[src/rtl/rtc_pkg.sv]
package rtc_pkg;
   localparam int DATA_W      = 32;
   localparam int NUM_SEC_ALM = 2;
   localparam int NUM_EVT     = 5;

   // byte offsets decoded by software
   localparam logic [7:0] OFS_BUSY   = 8'h04;
   localparam logic [7:0] OFS_SEC    = 8'h08;
   localparam logic [7:0] OFS_SHADOW = 8'h0C;
   localparam logic [7:0] OFS_MS     = 8'h10;
   localparam logic [7:0] OFS_SALM0  = 8'h14;
   localparam logic [7:0] OFS_MSALM  = 8'h1C;
   localparam logic [7:0] OFS_MASK   = 8'h28;
   localparam logic [7:0] OFS_STAT   = 8'h2C;

   // event positions shared by mask and status
   localparam int EV_SALM0 = 0;
   localparam int EV_MSALM = 2;
   localparam int EV_SCDN  = 3;
   localparam int EV_MSCDN = 4;
endpackage

[src/rtl/rtc_copy_seq.sv]
module rtc_copy_seq #(
   parameter int COPY_TICKS = 8,
   parameter int BUSY_CLKS  = 8
) (
   input  logic clk,
   input  logic rst_n,
   input  logic tick,
   output logic busy,
   output logic copy_done
);
   localparam int TCNT_W = (COPY_TICKS > 1) ? $clog2(COPY_TICKS) : 1;
   localparam int BCNT_W = $clog2(BUSY_CLKS + 1);

   if (COPY_TICKS < 2) begin : g_bad_period
      $error("COPY_TICKS must be at least 2");
   end
   if (BUSY_CLKS < 1) begin : g_bad_window
      $error("BUSY_CLKS must be at least 1");
   end

   logic [TCNT_W-1:0] tick_cnt;
   logic [BCNT_W-1:0] win_cnt;
   logic              start;

   assign start     = tick && (tick_cnt == TCNT_W'(COPY_TICKS - 1));
   assign copy_done = busy && (win_cnt == BCNT_W'(BUSY_CLKS - 1));

   always_ff @(posedge clk) begin
      if (!rst_n) begin
         tick_cnt <= '0;
         win_cnt  <= '0;
         busy     <= 1'b0;
      end else begin
         if (tick) begin
            tick_cnt <= start ? '0 : tick_cnt + 1'b1;
         end
         if (start) begin
            busy    <= 1'b1;
            win_cnt <= '0;
         end else if (copy_done) begin
            busy    <= 1'b0;
         end else if (busy) begin
            win_cnt <= win_cnt + 1'b1;
         end
      end
   end
endmodule

[src/rtl/rtc_timebase.sv]
module rtc_timebase #(
   parameter int REF_HZ     = 32768,
   parameter int MS_PER_SEC = 1000,
   parameter int SEC_W      = 32
) (
   input  logic                          clk,
   input  logic                          rst_n,
   input  logic                          tick,
   input  logic                          sec_wr,
   input  logic                          ms_wr,
   input  logic [SEC_W-1:0]              wdata,
   output logic [SEC_W-1:0]              sec,
   output logic [$clog2(MS_PER_SEC)-1:0] ms,
   output logic                          sec_adv,
   output logic                          ms_adv
);
   localparam int ACC_W  = $clog2(REF_HZ) + 1;
   localparam int MS_W   = $clog2(MS_PER_SEC);
   localparam int MS_MAX = MS_PER_SEC - 1;

   if (MS_PER_SEC >= REF_HZ) begin : g_bad_ratio
      $error("MS_PER_SEC must be below REF_HZ");
   end

   logic [ACC_W-1:0] acc, acc_sum;
   logic             carry;

   always_comb begin
      acc_sum = acc + ACC_W'(MS_PER_SEC);
      carry   = (acc_sum >= ACC_W'(REF_HZ));
   end

   always_ff @(posedge clk) begin
      if (!rst_n) begin
         acc     <= '0;
         ms      <= '0;
         sec     <= '0;
         ms_adv  <= 1'b0;
         sec_adv <= 1'b0;
      end else begin
         ms_adv  <= 1'b0;
         sec_adv <= 1'b0;
         if (ms_wr) begin
            ms  <= (wdata > SEC_W'(MS_MAX)) ? MS_W'(MS_MAX) : wdata[MS_W-1:0];
            acc <= '0;
         end else if (tick) begin
            acc <= carry ? acc_sum - ACC_W'(REF_HZ) : acc_sum;
            if (carry) begin
               ms_adv <= 1'b1;
               if (ms == MS_W'(MS_MAX)) begin
                  ms <= '0;
                  if (!sec_wr) begin
                     sec     <= sec + 1'b1;
                     sec_adv <= 1'b1;
                  end
               end else begin
                  ms <= ms + 1'b1;
               end
            end
         end
         if (sec_wr) begin
            sec <= wdata;
         end
      end
   end
endmodule

[src/rtl/rtc_alarm_cmp.sv]
module rtc_alarm_cmp #(
   parameter int W = 32
) (
   input  logic         clk,
   input  logic         rst_n,
   input  logic         adv,
   input  logic [W-1:0] count,
   input  logic [W-1:0] target,
   output logic         hit
);
   always_ff @(posedge clk) begin
      if (!rst_n) begin
         hit <= 1'b0;
      end else begin
         hit <= adv && (target != '0) && (count == target);
      end
   end
endmodule

[src/rtl/rtc_shadow_timer.sv]
module rtc_shadow_timer
   import rtc_pkg::*;
#(
   parameter int ADDR_W     = 8,
   parameter int REF_HZ     = 32768,
   parameter int MS_PER_SEC = 1000,
   parameter int COPY_TICKS = 8,
   parameter int BUSY_CLKS  = 8
) (
   input  logic              clk,
   input  logic              rst_n,
   input  logic              ref_tick,
   input  logic              bus_en,
   input  logic              bus_we,
   input  logic [ADDR_W-1:0] bus_addr,
   input  logic [31:0]       bus_wdata,
   output logic [31:0]       bus_rdata,
   output logic              irq
);
   localparam int WORD_W = ADDR_W - 2;
   localparam int MS_W   = $clog2(MS_PER_SEC);

   if (ADDR_W < 6) begin : g_bad_addr
      $error("ADDR_W must reach offset 0x2C");
   end

   logic [WORD_W-1:0] word_addr;
   assign word_addr = bus_addr[ADDR_W-1:2];

   function automatic logic at(input logic [7:0] ofs);
      return word_addr == WORD_W'(ofs >> 2);
   endfunction

   logic busy, copy_done;
   logic wr, rd, wr_ok;
   assign wr    = bus_en && bus_we;
   assign rd    = bus_en && !bus_we;
   assign wr_ok = wr && !busy;

   logic wr_sec, wr_ms, wr_alm1_w, rd_ms_w, wr_stat_w;
   assign wr_sec    = wr_ok && at(OFS_SEC);
   assign wr_ms     = wr_ok && at(OFS_MS);
   assign wr_alm1_w = wr && at(OFS_SALM0 + 8'd4);
   assign rd_ms_w   = rd && at(OFS_MS);
   assign wr_stat_w = wr && at(OFS_STAT);

   // copy window sequencer
   rtc_copy_seq #(.COPY_TICKS(COPY_TICKS), .BUSY_CLKS(BUSY_CLKS)) u_seq (
      .clk(clk), .rst_n(rst_n), .tick(ref_tick),
      .busy(busy), .copy_done(copy_done)
   );

   // live counters
   logic [DATA_W-1:0] sec_core;
   logic [MS_W-1:0]   ms_core;
   logic              sec_adv, ms_adv;

   rtc_timebase #(.REF_HZ(REF_HZ), .MS_PER_SEC(MS_PER_SEC), .SEC_W(DATA_W)) u_tb (
      .clk(clk), .rst_n(rst_n), .tick(ref_tick),
      .sec_wr(wr_sec), .ms_wr(wr_ms), .wdata(bus_wdata),
      .sec(sec_core), .ms(ms_core), .sec_adv(sec_adv), .ms_adv(ms_adv)
   );

   // alarm registers and compares
   logic [DATA_W-1:0] alm_sec [NUM_SEC_ALM];
   logic [MS_W-1:0]   alm_ms;
   logic [NUM_EVT-1:0] ev_hit;

   for (genvar g = 0; g < NUM_SEC_ALM; g++) begin : g_salm
      always_ff @(posedge clk) begin
         if (!rst_n) begin
            alm_sec[g] <= '0;
         end else if (wr_ok && at(OFS_SALM0 + 8'(4 * g))) begin
            alm_sec[g] <= bus_wdata;
         end
      end
      rtc_alarm_cmp #(.W(DATA_W)) u_cmp (
         .clk(clk), .rst_n(rst_n), .adv(sec_adv),
         .count(sec_core), .target(alm_sec[g]), .hit(ev_hit[EV_SALM0 + g])
      );
   end

   always_ff @(posedge clk) begin
      if (!rst_n) begin
         alm_ms <= '0;
      end else if (wr_ok && at(OFS_MSALM)) begin
         alm_ms <= bus_wdata[MS_W-1:0];
      end
   end

   rtc_alarm_cmp #(.W(MS_W)) u_ms_cmp (
      .clk(clk), .rst_n(rst_n), .adv(ms_adv),
      .count(ms_core), .target(alm_ms), .hit(ev_hit[EV_MSALM])
   );

   // countdown events are reserved: never raised
   assign ev_hit[EV_SCDN]  = 1'b0;
   assign ev_hit[EV_MSCDN] = 1'b0;

   // mask and write-one-to-clear status
   logic [NUM_EVT-1:0] mask_q, stat_q;

   always_ff @(posedge clk) begin
      if (!rst_n) begin
         mask_q <= '0;
         stat_q <= '0;
      end else begin
         if (wr && at(OFS_MASK)) begin
            mask_q <= bus_wdata[NUM_EVT-1:0];
         end
         stat_q <= (stat_q & ~(wr_stat_w ? bus_wdata[NUM_EVT-1:0] : '0)) | ev_hit;
      end
   end

   assign irq = |(stat_q & mask_q);

   // published copy and shadow
   logic [DATA_W-1:0] sec_view, shadow_q;
   logic [MS_W-1:0]   ms_view;
   logic              refresh_q;

   always_ff @(posedge clk) begin
      if (!rst_n) begin
         sec_view  <= '0;
         ms_view   <= '0;
         shadow_q  <= '0;
         refresh_q <= 1'b0;
      end else begin
         refresh_q <= wr_sec || wr_ms;
         if (copy_done || refresh_q) begin
            sec_view <= sec_core;
            ms_view  <= ms_core;
         end
         if (rd_ms_w) begin
            shadow_q <= sec_view;
         end
      end
   end

   // read mux
   logic [31:0] rd_mux;
   always_comb begin
      rd_mux = '0;
      if (at(OFS_BUSY))        rd_mux = {31'd0, busy};
      else if (at(OFS_SEC))    rd_mux = sec_view;
      else if (at(OFS_SHADOW)) rd_mux = shadow_q;
      else if (at(OFS_MS))     rd_mux = 32'(ms_view);
      else if (at(OFS_MSALM))  rd_mux = 32'(alm_ms);
      else if (at(OFS_MASK))   rd_mux = 32'(mask_q);
      else if (at(OFS_STAT))   rd_mux = 32'(stat_q);
      else begin
         for (int k = 0; k < NUM_SEC_ALM; k++) begin
            if (at(OFS_SALM0 + 8'(4 * k))) rd_mux = alm_sec[k];
         end
      end
   end

   always_ff @(posedge clk) begin
      if (!rst_n) begin
         bus_rdata <= '0;
      end else if (rd) begin
         bus_rdata <= rd_mux;
      end
   end
endmodule

[config.mk]
export PLATFORM = sky130hd
export DESIGN_NAME = rtc_shadow_timer
export DESIGN_NICKNAME = d
export VERILOG_FILES = /design/src/rtl/rtc_pkg.sv /design/src/rtl/rtc_copy_seq.sv /design/src/rtl/rtc_timebase.sv /design/src/rtl/rtc_alarm_cmp.sv /design/src/rtl/rtc_shadow_timer.sv
export SDC_FILE = /design/constraint.sdc
export NUM_CORES = 1
export LEC_CHECK = 0
export ABC_AREA = 1
export BUFFER_PORTS_ARGS = -buffer_cell sky130_fd_sc_hd__buf_2
export CORE_MARGIN = 5
export CORE_UTILIZATION = 61
export CTS_CLUSTER_DIAMETER = 150
export DETAILED_ROUTE_END_ITERATION = 8
export GPL_TIMING_DRIVEN = 0
export PLACE_DENSITY = 0.78
export SETUP_SLACK_MARGIN = 0.5
export SKIP_CTS_REPAIR_TIMING = 1
export SYNTH_ARGS = -nofsm -noshare
export SYNTH_HDL_FRONTEND = slang
export SYNTH_SLANG_ARGS = --single-unit
[constraint.sdc]
create_clock -name clk -period 4.45 [get_ports clk]
set_input_delay 0.2225 -clock clk [delete_from_list [all_inputs] [get_ports clk]]
set_output_delay 0.2225 -clock clk [all_outputs]
set_load 0.005 [all_outputs]
==> results of run 1 <==
==> worst max-delay path: stages, from the launching register on <==
cell                      delay (ps)
sky130_fd_sc_hd__dfxtp_1         560
sky130_fd_sc_hd__ha_1            260
sky130_fd_sc_hd__nand3_1         160
sky130_fd_sc_hd__nor2_2          280
sky130_fd_sc_hd__nand3_1         270
sky130_fd_sc_hd__nor2_1          300
sky130_fd_sc_hd__nand2_1          90
sky130_fd_sc_hd__nand2_1          70
sky130_fd_sc_hd__nand2_1          50
sky130_fd_sc_hd__nand2_1          60
sky130_fd_sc_hd__nand2_1          50
sky130_fd_sc_hd__a21oi_1         110
==> state kept, by name, indices dropped and copies added (netlist names), 10 cells and up <==
signal / cells
alm_ms: 10
alm_sec: 64
bus_rdata: 32
ms_view: 10
sec_view: 32
shadow_q: 32
u_tb.acc: 13
u_tb.ms: 10
u_tb.sec: 32
==> power groups by stage <==
stage                     Sequential, mW  Combinational (mW)  Clock [mW]
after floorplan                     2.52               0.161           0
after global placement              2.54               0.256           0
after detailed placement            2.53               0.268           0
after CTS                           2.48               0.272        2.35
after global routing                2.49               0.303        2.45
final                               2.48               0.282        2.35
==> area by class of cell <==
class / instances / area (um^2) / share of cell area [%]
diodes: 1 / 2.50 / 0.0169
plain buffers: 88 / 390 / 2.63
clock buffers: 32 / 714 / 4.81
clock inverters: 17 / 198 / 1.33
inverters: 238 / 893 / 6.02
multi-input cells: 1247 / 6060 / 40.8
flip-flops and latches: 259 / 5830 / 39.2
well taps: 275 / 344 / 2.32
repair buffers: 77 / 420 / 2.83
==> synthesized netlist by cell type, drive strengths merged <==
cell type,n,area (um^2)
a2111oi,1,8.76
a21oi,192,961
a221oi,4,35.0
a31oi,5,31.3
buf,34,185
clkbuf,54,205
clkinv,3,11.3
dfxtp,195,3900
edfxtp,64,1920
ha,6,75.1
inv,235,882
nand2,382,1450
nand3,74,375
nand3b,3,22.5
nand4,29,181
nor2,217,857
nor3,19,105
nor3b,1,7.51
nor4,19,119
o2111ai,2,17.5
o211ai,11,82.6
o21ai,176,885
o221ai,19,166
o22ai,37,231
o31ai,1,12.5
o41ai,1,8.76
or2,4,25.0
xnor2,11,96.3
xor2,33,289
==> cells by family (layout without fill, tap and decap cells) <==
family | after synthesis | in the layout
buffers and inverters | 326 | 452
flip-flops | 259 | 259
XOR/XNOR | 44 | 44
AO/OA/AOI/OAI | 449 | 449
adder cells (fa/ha/maj) | 6 | 6
AND/OR/NAND/NOR | 748 | 748
other | 0 | 1
==> stage by stage <==
stage               cell area [um^2]  hold WS, ps  instances
floorplan                      13100          402       1832
global placement               13900          422       2181
detailed placement             13900          433       2183
CTS                            14800        -4.41       2232
global route                   14800         42.9       2233
finish                         14900         12.9       2234
==> per-layer routing <==
metal  global-route usage [%]  wire length (um)
met1                     53.3             18600
met2                     56.5             20500
met3                     7.55              6150
met4                     12.6              1650
met5                        0                50
==> worst max-delay path by stage <==
stage           startpoint              to  slack [ps]
5_1_grt        u_tb.sec[1]    u_tb.sec[28]        1910
2_1_floorplan  bus_addr[5]   alm_sec[0][0]         700
4_1_cts        u_tb.sec[1]    u_tb.sec[28]        2140
6_report       u_tb.sec[1]    u_tb.sec[12]        2110
3_5_place_dp         rst_n  alm_sec[0][25]        1870
3_3_place_gp   bus_addr[5]  alm_sec[0][27]        -710
==> metrics.json, run 1 <==
{
  "timing.hold.worst.class": {"value": "in -> reg"},
  "switching_share": {"value": 23.6, "unit": "%"},
  "tritoncts": {"value": "yes"},
  "cts.sink_count": {"value": 259},
  "clockRootBuffer": {"value": "sky130_fd_sc_hd__clkbuf_16"},
  "number_of_global_route_vias_before_repair": {"value": 12500},
  "clock_skew": {"value": 10.4, "unit": "ps"},
  "post_route_cells_drive_above_1_share": {"value": 9.55, "unit": "%"},
  "total_power": {"value": 5.12, "unit": "mW"},
  "grt_first_pass_wirelength": {"value": 70700, "unit": "um"},
  "gr-usage-all-layers": {"value": 37.2, "unit": "%"},
  "p_leak": {"value": 5.93, "unit": "nW"},
  "clk_transition_reported_paths": {"value": 70, "unit": "ps"},
  "design.final.nets": {"value": 1989},
  "p_switching": {"value": 1.21, "unit": "mW"},
  "synth_compound_area_share": {"value": 18.6, "unit": "%"},
  "muxShareOfSynthArea": {"value": 0, "unit": "%"},
  "area_growth": {"value": 12.9, "unit": "%"},
  "mostFrequentLayoutCell": {"value": "sky130_fd_sc_hd__nand2_1"},
  "grt_antenna_before_repair": {"value": 1},
  "combPwrFrac": {"value": 5.5, "unit": "%"},
  "die_area": {"value": 24600, "unit": "um^2"},
  "min_delay_worst_endpoint": {"value": "u_tb.ms[4]"},
  "drc": {"value": 0},
  "syn_area": {"value": 13100, "unit": "um^2"},
  "ios": {"value": 78},
  "clock_insertion_delay_worst_skew": {"value": 550, "unit": "ps"},
  "timing.reg2reg.setup_slack": {"value": 2110, "unit": "ps"},
  "start_util": {"value": 62.2, "unit": "%"},
  "hp-start": {"value": "bus_wdata[4]"},
  "crit-reg2reg-capture": {"value": "u_tb.sec[12]"},
  "critical_path.startpoint_type": {"value": "flip-flop"},
  "floorplan.rows": {"value": 53},
  "routed_via_count": {"value": 13600},
  "internal-power": {"value": 3.91, "unit": "mW"},
  "worst_slew_margin_rel": {"value": 28.3, "unit": "%"},
  "clock_tree.htree_level_count": {"value": 1},
  "synth_sequential_area_ratio": {"value": 44.3, "unit": "%"},
  "worst_r2r_src": {"value": "u_tb.sec[1]"},
  "dp_hpwl": {"value": 35800, "unit": "um"},
  "vdd_ir_drop_max": {"value": 0.318, "unit": "mV"},
  "synth_top_family_by_area": {"value": "simple AND/OR/NAND/NOR gates"},
  "filler_cell_count": {"value": 1807},
  "wl_per_cell": {"value": 21.0, "unit": "um"},
  "io_buffers": {"value": 74},
  "share_seq_of_total_power": {"value": 48.5, "unit": "%"},
  "placement.setup.worst_slack": {"value": 1870, "unit": "ps"},
  "synth.ff_latch_count": {"value": 259},
  "yosysUniqueCellTypes": {"value": 42},
  "power_density_of_the_placed_cells": {"value": 345, "unit": "nW/um^2"},
  "drt_iter0_drc": {"value": 1917},
  "timing.hold.worst_path_depth": {"value": 3},
  "drtPass1Iterations": {"value": 6},
  "die_h": {"value": 157, "unit": "um"},
  "timing_limited_maximum_frequency": {"value": 427, "unit": "MHz"},
  "power_share_of_the_clock_group": {"value": 46.0, "unit": "%"},
  "post-route-util": {"value": 70.2, "unit": "%"},
  "grt_max_degree": {"value": 31},
  "finalCritPeriodShare": {"value": 52.7, "unit": "%"},
  "slew_viol_final": {"value": 0},
  "fin_ws": {"value": 2110, "unit": "ps"},
  "grt_overflow_total": {"value": 0},
  "worst-slew-pin-transition": {"value": 1070, "unit": "ps"},
  "setup-violations-final": {"value": 0},
  "run_status": {"value": "completed"},
  "rr_worst_depth": {"value": 11},
  "grt_setup_unrepaired": {"value": "false"},
  "place.gp.congestion": {"value": 1.08},
  "crit_required": {"value": 4910, "unit": "ps"},
  "die_width": {"value": 157, "unit": "um"},
  "syn-instance-count": {"value": 1832},
  "yosys.area_share.simple": {"value": 23.9, "unit": "%"},
  "routed_wirelength": {"value": 46900, "unit": "um"},
  "core-area": {"value": 21200, "unit": "um^2"},
  "critPathArrivalTime": {"value": 2810, "unit": "ps"},
  "commonest_cells_after_routing_fill_and_taps_aside": {"value": "sky130_fd_sc_hd__nand2_1, sky130_fd_sc_hd__inv_1, sky130_fd_sc_hd__nor2_1"},
  "finalHoldViolCount": {"value": 0},
  "fin_setup_tns": {"value": 0, "unit": "ps"},
  "final_period_minus_worst_setup_slack": {"value": 2340, "unit": "ps"},
  "synth-adder-area-share": {"value": 0.571, "unit": "%"},
  "synth_xor_area_share": {"value": 2.93, "unit": "%"},
  "syn_avg_cell_area": {"value": 7.18, "unit": "um^2"},
  "path_max_fanout": {"value": 7},
  "buffer_levels_on_the_longest_clock_path": {"value": 3},
  "synth_nets": {"value": 1883},
  "tritoncts.num_buffers": {"value": 27},
  "vias_per_cell": {"value": 6.08},
  "detail-route-antenna-nets": {"value": 0},
  "max_cap_violations": {"value": 0},
  "worst_setup_path_end_kind": {"value": "flip-flop"},
  "yosysWarningCount": {"value": 0},
  "path_class": {"value": "reg -> reg"}
}
Note: power is estimated with default switching activity, not from simulation.
==> run 2: changes to the inputs <==
Settings changed: ABC_AREA 1 to 0, CORE_UTILIZATION 61 to 55, PLACE_DENSITY 0.78 to 0.74.
Clock period 4.45 ns to 2 ns, I/O delays scaled along.
==> run 2 against run 1 <==
Compared with the run above:
- the flow now finishes with violations (negative hold slack, negative setup slack)
- die area increased by 10%
- clock skew rose by 1.1 ps
- largest power group unchanged
- critical path type unchanged
- largest cell class unchanged
- sequential power grew 120%
- cell count shrank 8.5%
==> metrics.json, run 2 <==
{
  "run_status": {"value": "finished, violations left"},
  "violations": {"value": "negative hold slack, negative setup slack"},
  "slowest_stage": {"value": "sky130_fd_sc_hd__nor4_4"},
  "worst_slew_margin_rel": {"value": 41.3, "unit": "%", "change": "+13 points"},
  "fin_ws": {"value": -114, "unit": "ps", "change": "-2220 ps"},
  "drc": {"value": 0, "change": "unchanged"},
  "die_h": {"value": 165, "unit": "um", "change": "+5.0%"},
  "setup.worst_path.start": {"value": "u_tb.sec[10]"},
  "cts.sink_count": {"value": 259, "change": "unchanged"},
  "yosysUniqueCellTypes": {"value": 80, "change": "+90%"},
  "mostFrequentLayoutCell": {"value": "sky130_fd_sc_hd__nand2_1"},
  "power_density_of_the_placed_cells": {"value": 668, "unit": "nW/um^2", "change": "+94%"},
  "io_buffers": {"value": 73, "change": "-1.4%"},
  "ios": {"value": 78, "change": "unchanged"},
  "clock_skew": {"value": 11.5, "unit": "ps", "change": "+1.10 ps"},
  "place.gp.congestion": {"value": 0.962, "change": "-11%"},
  "ff_latch_area": {"value": 5860, "unit": "um^2", "change": "+0.60%"},
  "slew_viol_final": {"value": 0, "change": "unchanged"},
  "antenna_cells": {"value": 0, "change": "-1"},
  "clk_transition_reported_paths": {"value": 70, "unit": "ps", "change": "about the same"},
  "die_width": {"value": 165, "unit": "um", "change": "+5.0%"},
  "post-route-util": {"value": 73.9, "unit": "%", "change": "+3.7 points"},
  "clockRootBuffer": {"value": "sky130_fd_sc_hd__clkbuf_16"},
  "max_cap_violations": {"value": 0, "change": "unchanged"},
  "drt_iter0_drc": {"value": 2131, "change": "+11%"},
  "buffer_levels_on_the_longest_clock_path": {"value": 3, "change": "unchanged"},
  "p_switching": {"value": 2.92, "unit": "mW", "change": "+140%"},
  "grt_antenna_before_repair": {"value": 0, "change": "-1"},
  "final_period_minus_worst_setup_slack": {"value": 2110, "unit": "ps", "change": "-229 ps"},
  "routed_wirelength": {"value": 50900, "unit": "um", "change": "+8.5%"},
  "grt_max_degree": {"value": 33, "change": "+6.5%"},
  "path_max_fanout": {"value": 7, "change": "unchanged"},
  "grt_first_pass_wirelength": {"value": 67700, "unit": "um", "change": "-4.3%"},
  "synth-edff-count": {"value": 64, "change": "unchanged"},
  "synth.area.top_cells": {"value": "sky130_fd_sc_hd__dfxtp_1, sky130_fd_sc_hd__edfxtp_1, sky130_fd_sc_hd__nand2_1"},
  "design.final.nets": {"value": 1755, "change": "-12%"},
  "tritoncts.num_buffers": {"value": 27, "change": "unchanged"},
  "placement.setup.worst_slack": {"value": -628, "unit": "ps", "change": "-2500 ps"},
  "worst_path_dominant_cell_family": {"value": "simple AND/OR/NAND/NOR gates"},
  "synth_sequential_area_ratio": {"value": 44.3, "unit": "%", "change": "about the same"},
  "timing.hold.ws": {"value": -30.8, "unit": "ps", "change": "-43.6 ps"},
  "post_route_cells_drive_above_1_share": {"value": 29.7, "unit": "%", "change": "+20 points"},
  "crit_path_max_incr_delay": {"value": 510, "unit": "ps", "change": "-50 ps"},
  "p_leak": {"value": 6.44, "unit": "nW", "change": "+8.7%"},
  "synth.ff_latch_count": {"value": 259, "change": "unchanged"},
  "min_delay_worst_endpoint": {"value": "u_tb.sec[24]"},
  "worst_setup_path_end_kind": {"value": "flip-flop"},
  "filler_cell_count": {"value": 1709, "change": "-5.4%"},
  "crit_required": {"value": 2440, "unit": "ps", "change": "-2470 ps"},
  "grt_overflow_total": {"value": 0, "change": "unchanged"},
  "yosysWarningCount": {"value": 0, "change": "unchanged"},
  "timing_limited_maximum_frequency": {"value": 473, "unit": "MHz", "change": "+11%"},
  "number_of_global_route_vias_before_repair": {"value": 11700, "change": "-6.6%"},
  "number_of_buffer_and_inverter_instances_along_the_worst_setup_path": {"value": 1, "change": "+1"},
  "finalCritPeriodShare": {"value": 106, "unit": "%", "change": "+53 points"},
  "hp-start": {"value": "bus_wdata[24]"},
  "rr_worst_depth": {"value": 6, "change": "-5"},
  "ys_top_cells_by_count": {"value": "sky130_fd_sc_hd__nand2_1, sky130_fd_sc_hd__dfxtp_1, sky130_fd_sc_hd__a21oi_1"},
  "multiInputGateArea": {"value": 7800, "unit": "um^2", "change": "+29%"},
  "timing.reg2reg.setup_slack": {"value": -110, "unit": "ps", "change": "-2220 ps"},
  "gr-usage-all-layers": {"value": 32.4, "unit": "%", "change": "-4.8 points"},
  "switching_share": {"value": 25.1, "unit": "%", "change": "+1.5 points"},
  "timing.hold.worst_path_depth": {"value": 3, "change": "unchanged"},
  "synthDominantCellAreaShare": {"value": 29.7, "unit": "%", "change": "about the same"},
  "path_class": {"value": "reg -> reg"},
  "wl_per_cell": {"value": 24.9, "unit": "um", "change": "+19%"},
  "commonest_cells_after_routing_fill_and_taps_aside": {"value": "sky130_fd_sc_hd__nand2_1, sky130_fd_sc_hd__dfxtp_1, sky130_fd_sc_hd__a21oi_1"},
  "ys.flop_type": {"value": "sky130_fd_sc_hd__dfxtp_1"},
  "crit_path_cell_trace": {"value": "buf_6 > nand4_1 > nor4_4 > nand2_1 > or3_1 > a211oi_1"},
  "worst-slew-pin-transition": {"value": 881, "unit": "ps", "change": "-194 ps"},
  "syn_avg_cell_area": {"value": 8.81, "unit": "um^2", "change": "+23%"},
  "internal-power": {"value": 8.69, "unit": "mW", "change": "+120%"},
  "largest_reg_flops": {"value": 64, "change": "unchanged"},
  "dp_hpwl": {"value": 33600, "unit": "um", "change": "-6.4%"},
  "clock_tree.htree_level_count": {"value": 1, "change": "unchanged"},
  "floorplan.rows": {"value": 56, "change": "+5.7%"},
  "drtPass1Iterations": {"value": 7, "change": "+1"},
  "finalHoldViolCount": {"value": 5, "change": "+5"},
  "detail-route-antenna-nets": {"value": 0, "change": "unchanged"},
  "crit-reg2reg-capture": {"value": "u_tb.sec[30]"},
  "syn_area": {"value": 13200, "unit": "um^2", "change": "about the same"},
  "synth_top_area_cell": {"value": "sky130_fd_sc_hd__dfxtp_1"},
  "share_seq_of_total_power": {"value": 48.0, "unit": "%", "change": "-0.5 points"},
  "core-area": {"value": 23500, "unit": "um^2", "change": "+11%"},
  "setup-violations-final": {"value": 17, "change": "+17"},
  "combPwrFrac": {"value": 7.8, "unit": "%", "change": "+2.3 points"},
  "yosysMostFrequentCell": {"value": "sky130_fd_sc_hd__nand2_1"},
  "vdd_ir_drop_max": {"value": 0.709, "unit": "mV", "change": "+120%"},
  "max_flop_register": {"value": "alm_sec"},
  "timing.hold.worst.class": {"value": "in -> reg"},
  "synth_nets": {"value": 1544, "change": "-18%"},
  "critical_path.startpoint_type": {"value": "flip-flop"},
  "clock_insertion_delay_worst_skew": {"value": 550, "unit": "ps", "change": "about the same"},
  "start_util": {"value": 55.9, "unit": "%", "change": "-6.3 points"},
  "syn-instance-count": {"value": 1493, "change": "-19%"},
  "tritoncts": {"value": "yes"},
  "vias_per_cell": {"value": 6.59, "change": "+8.5%"},
  "area_growth": {"value": 32.2, "unit": "%"},
  "worst_r2r_src": {"value": "u_tb.sec[10]"},
  "power_share_of_the_clock_group": {"value": 44.3, "unit": "%", "change": "-1.7 points"},
  "grt_setup_unrepaired": {"value": "true"},
  "synth-async-reset-ratio": {"value": 0, "unit": "%", "change": "unchanged"},
  "die_area": {"value": 27100, "unit": "um^2", "change": "+10%"},
  "critPathArrivalTime": {"value": 2560, "unit": "ps", "change": "-250 ps"},
  "routed_via_count": {"value": 13500, "change": "-0.76%"}
}
-- run 2: cell count changes after synthesis, sizes merged, moves of 26 or more --
cell,change
a21oi,-78
a21o,+26
nand2,-124
o21ai,-127
xor2,+36
nor2,-139
o22ai,-32
nand3,-41
inv,-229
nor4,+46
buf,+26
and2,+70
-- run 2: power by group through the flow --
| stage | combinational (mW) | clock, mW | sequential (mW) |
|---|---|---|---|
| final | 0.901 | 5.14 | 5.57 |
| after global routing | 0.944 | 5.32 | 5.57 |
| after CTS | 0.676 | 5.10 | 5.56 |
| after detailed placement | 0.670 | 0 | 5.68 |
| after global placement | 0.661 | 0 | 5.68 |
| after floorplan | 0.411 | 0 | 5.64 |
-- run 2: kinds of logic (layout without fill, tap and decap cells) --
kind of cell    count (synthesis)  after routing  synth area share (%)
compound gates                331            331                  16.9
flops                         259            259                  44.3
xor+xnor                       90             90                  5.99
buf+inv                       143            368                  5.03
mux                            23             23                  2.26
fa+ha+maj                       6              6                 0.570
simple gates                  641            648                  25.0
-- run 2: worst max-delay path by stage --
stage                endpoint  slack, ps  cells after the start
2_1_floorplan    u_tb.sec[25]         90                      8
3_3_place_gp   alm_sec[1][20]       -590                      4
3_5_place_dp   alm_sec[0][19]       -630                      4
4_1_cts          u_tb.sec[13]       -460                      7
5_1_grt          u_tb.sec[12]       -200                      6
6_report         u_tb.sec[30]       -110                      6
-- run 2: routing by layer --
metal / wire (um) / part of all wire, % / global-route usage (%)
met5: 0 / 0 / 0
met3: 6810 / 13 / 6.19
met1: 19100 / 38 / 46.2
met4: 2670 / 5.2 / 12.1
met2: 22300 / 44 / 49.2
-- run 2: stage by stage --
step	TNS, ps	cells	hold WS [ps]	cell area (um^2)	power (mW)
5_1_grt	-3010	2044	-1.15	17400	11.8
4_1_cts	-19960	1935	-112	15100	11.3
3_3_place_gp	-80850	1885	422	14200	6.34
6_report	-1060	2044	-30.8	17400	11.6
2_1_floorplan	0	1493	187	13400	6.05
3_5_place_dp	-84390	1885	433	14200	6.35
-- run 2: final cells by class --
type | instances | area share (%)
inverters | 7 | 0.151
well taps | 319 | 2.30
clock inverters | 11 | 0.576
repair buffers | 175 | 7.88
multi-input cells | 1098 | 44.8
clock buffers | 39 | 4.55
plain buffers | 136 | 6.01
flip-flops and latches | 259 | 33.7
-- run 2: worst min-delay path, delay by kind of cell --
family          cells  cell delay (ps)
simple gates        1               60
compound gates      1              170
buf+inv             1              130
